--- config.mk ---
export PLATFORM = sky130hd
export DESIGN_NAME = cascade_timer
export DESIGN_NICKNAME = d
export VERILOG_FILES = /design/src/rtl/cascade_timer.sv
export SDC_FILE = /design/constraint.sdc
export NUM_CORES = 1
export LEC_CHECK = 0
export ABC_AREA = 1
export BUFFER_PORTS_ARGS = -buffer_cell sky130_fd_sc_hd__buf_2
export CORE_MARGIN = 2
export CORE_UTILIZATION = 30
export CTS_CLUSTER_DIAMETER = 120
export DETAILED_ROUTE_END_ITERATION = 7
export SYNTH_ARGS = -nofsm -noshare
export SYNTH_HDL_FRONTEND = slang
export SYNTH_SLANG_ARGS = --single-unit
--- constraint.sdc ---
create_clock -name clk -period 3.05 [get_ports clk]
set_input_delay 0.305 -clock clk [delete_from_list [all_inputs] [get_ports clk]]
set_output_delay 0.305 -clock clk [all_outputs]
set_load 0.005 [all_outputs]
--- src/rtl/cascade_timer.sv ---
module cascade_timer #(
  parameter int CW = 32
) (
  input  logic        clk,
  input  logic        rst_n,
  input  logic        wr,
  input  logic [7:0]  addr,
  input  logic [31:0] wdata,
  output logic [31:0] rdata,
  input  logic [1:0]  ext_clk,
  output logic [1:0]  wave_out,
  output logic [15:0] irq_enable
);

  localparam logic [7:0]  A_TRIG = 8'hC0;
  localparam logic [7:0]  A_BLK  = 8'hC4;
  localparam logic [7:0]  A_LOCK = 8'hE4;
  localparam logic [23:0] KEY    = 24'h54494D;

  logic [31:0]   mode_q [2];
  logic [31:0]   ra_q   [2];
  logic [31:0]   rc_q   [2];
  logic [CW-1:0] cnt_q  [2];
  logic          wave_q [2];
  logic [7:0]    ie_q   [2];
  logic          xin    [2];
  logic          lock_q;
  logic [1:0]    route_q;
  logic [6:0]    presc_q;

  wire trig = wr && addr == A_TRIG && wdata[0];

  function automatic logic apply_act(input logic cur, input logic [1:0] code);
    case (code)
      2'd1:    return 1'b1;
      2'd2:    return 1'b0;
      2'd3:    return ~cur;
      default: return cur;
    endcase
  endfunction

  always_ff @(posedge clk or negedge rst_n)
    if (!rst_n) presc_q <= '0;
    else if (trig) presc_q <= '0;
    else presc_q <= presc_q + 7'd1;

  always_ff @(posedge clk or negedge rst_n)
    if (!rst_n) begin
      lock_q  <= 1'b0;
      route_q <= 2'd0;
    end else begin
      if (wr && addr == A_LOCK && wdata[31:8] == KEY) lock_q <= wdata[0];
      if (wr && addr == A_BLK) route_q <= wdata[3:2];
    end

  assign xin[0] = ext_clk[0];
  assign xin[1] = (route_q == 2'd0) ? ext_clk[1] :
                  (route_q == 2'd2) ? wave_q[0]  : 1'b0;

  for (genvar g = 0; g < 2; g++) begin : g_ch
    localparam logic [7:0] BASE = 8'(g * 64);
    logic [2:0]    xs_q;
    logic          en_q;
    logic          tick;
    logic          wa;
    logic          wc;
    logic [CW-1:0] nxt;

    wire xrise = xs_q[1] & ~xs_q[2];
    wire adv   = en_q & tick;

    always_comb begin
      case (mode_q[g][2:0])
        3'd0:    tick = presc_q[0];
        3'd1:    tick = &presc_q[2:0];
        3'd2:    tick = &presc_q[4:0];
        3'd3:    tick = &presc_q;
        3'd6:    tick = xrise;
        default: tick = 1'b0;
      endcase
    end

    assign nxt = cnt_q[g] + 1'b1;
    assign wa  = (nxt == ra_q[g][CW-1:0]) ? apply_act(wave_q[g], mode_q[g][17:16]) : wave_q[g];
    assign wc  = (nxt == rc_q[g][CW-1:0]) ? apply_act(wa, mode_q[g][19:18]) : wa;

    always_ff @(posedge clk or negedge rst_n)
      if (!rst_n) begin
        mode_q[g] <= '0;
        ra_q[g]   <= '0;
        rc_q[g]   <= '0;
        ie_q[g]   <= '1;
        en_q      <= 1'b0;
        xs_q      <= '0;
      end else begin
        xs_q <= {xs_q[1:0], xin[g]};
        if (wr && addr == BASE) begin
          if (wdata[1]) en_q <= 1'b0;
          else if (wdata[0]) en_q <= 1'b1;
        end
        if (wr && addr == BASE + 8'h04 && !lock_q) mode_q[g] <= wdata;
        if (wr && addr == BASE + 8'h14) ra_q[g] <= wdata;
        if (wr && addr == BASE + 8'h1C) rc_q[g] <= wdata;
        if (wr && addr == BASE + 8'h28) ie_q[g] <= ie_q[g] & ~wdata[7:0];
      end

    always_ff @(posedge clk or negedge rst_n)
      if (!rst_n) begin
        cnt_q[g]  <= '0;
        wave_q[g] <= 1'b0;
      end else if (trig) begin
        cnt_q[g]  <= '0;
        wave_q[g] <= 1'b0;
      end else begin
        if (adv) cnt_q[g] <= nxt;
        if (!mode_q[g][15]) wave_q[g] <= 1'b0;
        else if (adv) wave_q[g] <= wc;
      end

    p_cnt_step_r4: assert property (@(posedge clk) disable iff (!rst_n)
      1'b1 |=> (cnt_q[g] == $past(cnt_q[g]) || cnt_q[g] == $past(cnt_q[g]) + 1'b1 || cnt_q[g] == '0));

    p_idle_hold_r2: assert property (@(posedge clk) disable iff (!rst_n)
      !en_q |=> (cnt_q[g] == $past(cnt_q[g]) || cnt_q[g] == '0));

    p_trig_clear_r9: assert property (@(posedge clk) disable iff (!rst_n)
      trig |=> (cnt_q[g] == '0 && !wave_q[g]));

    p_mode_locked_r10: assert property (@(posedge clk) disable iff (!rst_n)
      (lock_q && wr && addr == BASE + 8'h04) |=> $stable(mode_q[g]));

    p_line_idle_r5: assert property (@(posedge clk) disable iff (!rst_n)
      !mode_q[g][15] |=> !wave_q[g]);

    p_ie_fall_only_r11: assert property (@(posedge clk) disable iff (!rst_n)
      1'b1 |=> ((ie_q[g] & ~$past(ie_q[g])) == 8'h00));
  end

  wire ch = addr[6];

  always_comb begin
    rdata = '0;
    if (!addr[7]) begin
      case (addr[5:0])
        6'h04:   rdata = mode_q[ch];
        6'h10:   rdata = 32'(cnt_q[ch]);
        6'h14:   rdata = ra_q[ch];
        6'h1C:   rdata = rc_q[ch];
        default: rdata = '0;
      endcase
    end else if (addr == A_BLK) begin
      rdata = {28'd0, route_q, 2'd0};
    end else if (addr == A_LOCK) begin
      rdata = {31'd0, lock_q};
    end
  end

  assign wave_out   = {wave_q[1], wave_q[0]};
  assign irq_enable = {ie_q[1], ie_q[0]};

endmodule

==> impl_metrics.json <==
{
  "status": "finished clean",
  "die_w_um": 242,
  "diodes": 0,
  "met3_usage_pct": 3.51,
  "internal_power_uw": 7050,
  "post-route-util_pct": 35.6,
  "synth_edf_count": 0,
  "clock-root-buffer": "clkbuf_16",
  "core_area_sq_um": 56300,
  "end_kind": "output pin",
  "yosys.area_share.simple_pct": 30.6,
  "tns_ps": 0,
  "tritoncts": "done",
  "synth_seq_cells": 292,
  "seqPwrFrac_pct": 44.2,
  "hold_viol": 0,
  "synthAdderAreaFrac_pct": 0.367,
  "place.gp.congestion": 0.945,
  "slowest_delay_ps": 530,
  "syn_area_per_cell_sq_um": 7.18,
  "synth-xor-area-share_pct": 1.23,
  "p_per_area_nw_per_um2": 482,
  "critPathMaxFanout": 31,
  "syn-num-nets": 2422,
  "crit_type": "in -> out",
  "worst_hold_slack_ps": 10.9,
  "initial_core_util_pct": 30.3,
  "required_ps": 2740,
  "slew_headroom_pct": 20.3,
  "use_met1_pct": 30.8,
  "clkLatencyLatePin_ps": 540,
  "worstMarginPinSlew_ps": 1190,
  "critPathSlowestCell": "nor3_1",
  "area_growth_pct": 17.6,
  "power.switching_uw": 2600,
  "vias_per_cell": 5.27,
  "ant_nets": 0,
  "port_buffers": 94,
  "synth_warnings": 0,
  "num_io_pins": 95,
  "syn_area_sq_um": 17000,
  "hp-class": "in -> reg",
  "fin_crit_ps": 2910,
  "synth_top_family_by_area": "simple AND/OR/NAND/NOR gates",
  "final_nets": 2535,
  "cp-start-kind": "input port",
  "grt.busiest_layer": "met2",
  "max-vdd-ir-drop_mv": 0.344,
  "synth_cell_type_count": 44,
  "vias": 17200,
  "grt_max_degree": 83,
  "yosysSeqAreaShare_pct": 43.0,
  "cts_sinks": 292,
  "clock.fmax_mhz": 343,
  "maxCapViolations": 0,
  "clockBufferDepth": 3,
  "final_layout_size_suffix_gt1_share_pct": 11.2,
  "pwr-share-comb_pct": 10.3,
  "muxShareOfSynthArea_pct": 0.242,
  "dieArea_sq_um": 58700,
  "async_flop_share_pct": 100,
  "hpwl_um": 50000,
  "grt_pass1_vias": 16700,
  "rsz0062_at_grt": "false",
  "slew_violations": 0,
  "path_clk_slew_ps": 50,
  "wirelength_um": 66100,
  "grtUsageMet2_pct": 35.4,
  "grt_pass1_wl_um": 101000,
  "track_usage_pct": 22.3,
  "finClkSkew_ps": 16.3,
  "wl_per_cell_um": 20.2,
  "first_iter_violations": 1636,
  "cts_buffers": 36,
  "post-route-period-util_pct": 95.5,
  "dr.pass1.iters": 5,
  "die_h_um": 242,
  "p_sw_share_pct": 26.9,
  "cellLeakagePower_uw": 0.00906,
  "ys.flop_type": "dfrtp_1",
  "clockPowerShare_pct": 45.6,
  "path_cells": "buf_2 > nor2_1 > inv_1 > nor3_1 > inv_1 > nor2_2 > inv_2 > buf_4 > o21ai_0 > a211oi_1 > nor3_1 > buf_2",
  "crit_arrival_ps": 2610,
  "antenna_found_initial": 0,
  "grt-ovfl-total": 0,
  "postSynthCellCount": 2372,
  "synth_compound_area_share_pct": 16.7,
  "fillers": 6040,
  "drc": 0,
  "setup_viol": 0,
  "row_count": 87,
  "cts_htree_levels": 2
}
[cells in the final DEF (no fill, tap or decap), types with 3 or more instances in the layout]
cell / count
nor2_2: 10
nand3b_1: 15
a211oi_1: 27
nand4_1: 17
a22oi_1: 4
dfrtp_1: 275
a221oi_1: 36
nor2_1: 180
xnor2_1: 4
dfstp_2: 16
o221ai_1: 32
dlygate4sd3_1: 13
nand2_2: 20
xor2_1: 20
o211ai_1: 5
clkbuf_8: 15
buf_2: 93
nand2_1: 728
ha_1: 5
inv_1: 264
nor2_4: 11
buf_4: 42
a21oi_1: 20
clkbuf_1: 5
nand3_2: 4
nor3_1: 28
nor4_1: 3
o21ai_1: 6
inv_2: 5
clkinv_2: 3
a21boi_0: 16
clkbuf_16: 38
mux2i_1: 3
buf_12: 10
o21ai_0: 246
nand3_1: 199
o22ai_1: 73
[cell usage after synthesis, drive strengths merged, types with 14 or more instances]
library cell / n / area, sq um
a211oi: 27 / 203
a21boi: 16 / 120
a21oi: 21 / 109
a221oi: 36 / 315
buf: 14 / 66.3
clkbuf: 70 / 263
dfrtp: 276 / 6910
dfstp: 16 / 420
inv: 269 / 1010
nand2: 750 / 2870
nand3: 203 / 1030
nand3b: 15 / 113
nand4: 17 / 106
nor2: 203 / 900
nor3: 29 / 150
o21ai: 252 / 1260
o221ai: 32 / 280
o22ai: 73 / 457
xor2: 20 / 175
[final cells by class]
type                            instances  area [sq um]  area share, %
Clock buffer                           58          1180           5.87
Clock inverter                          6          38.8          0.194
Inverter                              271          1020           5.08
Timing Repair Buffer                  159          1130           5.62
Sequential cell                       292          7330           36.6
Tap cell                              756           946           4.72
Multi-Input combinational cell       1725          8410           42.0
[sequential cells by signal, indices dropped and copies added, names as in the netlist, 6 cells and up]
name / cells
cnt_q: 64
g_ch.xs_q: 6
irq_enable: 16
mode_q: 64
presc_q: 7
ra_q: 64
rc_q: 64
[path summary, 6_finish.rpt]
path                                            from  cells past startpoint                         to  slack, ps
max                                          addr[1]                     12                  rdata[17]        140
min reg2reg                g_ch[0].xs_q[0]$_DFF_PN0_                      0  g_ch[0].xs_q[1]$_DFF_PN0_        360
max reg2reg                    cnt_q[32]$_DFFE_PN0P_                     20    wave_out[0]$_DFFE_PN0P_        210
min in group asynchronous                      rst_n                      2       presc_q[1]$_DFF_PN0_        340
min                                        wdata[23]                      3       ra_q[55]$_DFFE_PN0P_         10
max in group asynchronous                      rst_n                      3     mode_q[59]$_DFFE_PN0P_       1780
[cell families after synthesis]
logic type | after synthesis
AO/OA/AOI/OAI | 469
adder cells (fa/ha/maj) | 5
XOR/XNOR | 24
multiplexers | 4
buffers and inverters | 355
AND/OR/NAND/NOR | 1223
flip-flops | 292
[what timing repair did]
action | CTS | global route
resized for setup | 0 | 2
buffers inserted | 0 | 1
hold buffers | 13 | 0
setup endpoints to repair | 0 | 1
endpoints found under the hold margin | 96 | 0
[worst max-delay path: cells and delay by family]
| family | cells | cell delay, ps |
|---|---|---|
| and+or+nand+nor | 4 | 1150 |
| AOI/OAI and AO/OA | 2 | 270 |
| buffers and inverters | 6 | 850 |
[power by group through the flow]
stage | combinational [uW] | clock, uW | sequential, uW
3_5_place_dp | 973 | 0 | 4320
5_1_grt | 1120 | 4620 | 4280
6_report | 991 | 4400 | 4260
2_1_floorplan | 570 | 0 | 4260
3_3_place_gp | 957 | 0 | 4320
4_1_cts | 990 | 4470 | 4260
[metrics by stage]
stage	worst slack (ps)	cell area (sq um)	total power [uW]	instances
finish	138	20000	9650	3267
global route	1.05	20000	10000	3267
CTS	195	20000	9710	3266
detailed placement	242	18700	5300	3189
global placement	245	18700	5280	3189
floorplan	890	17000	4830	2372
[routing by layer]
layer | vias up | wire length (um) | share of wire (%)
met1 | 8314 | 29800 | 45
met5 | - | 0 | 0
met3 | 126 | 4530 | 6.9
met2 | 688 | 29400 | 44
li1 | 8104 | - | -
met4 | 0 | 2390 | 3.6
Power figures use the tool's default switching activity.
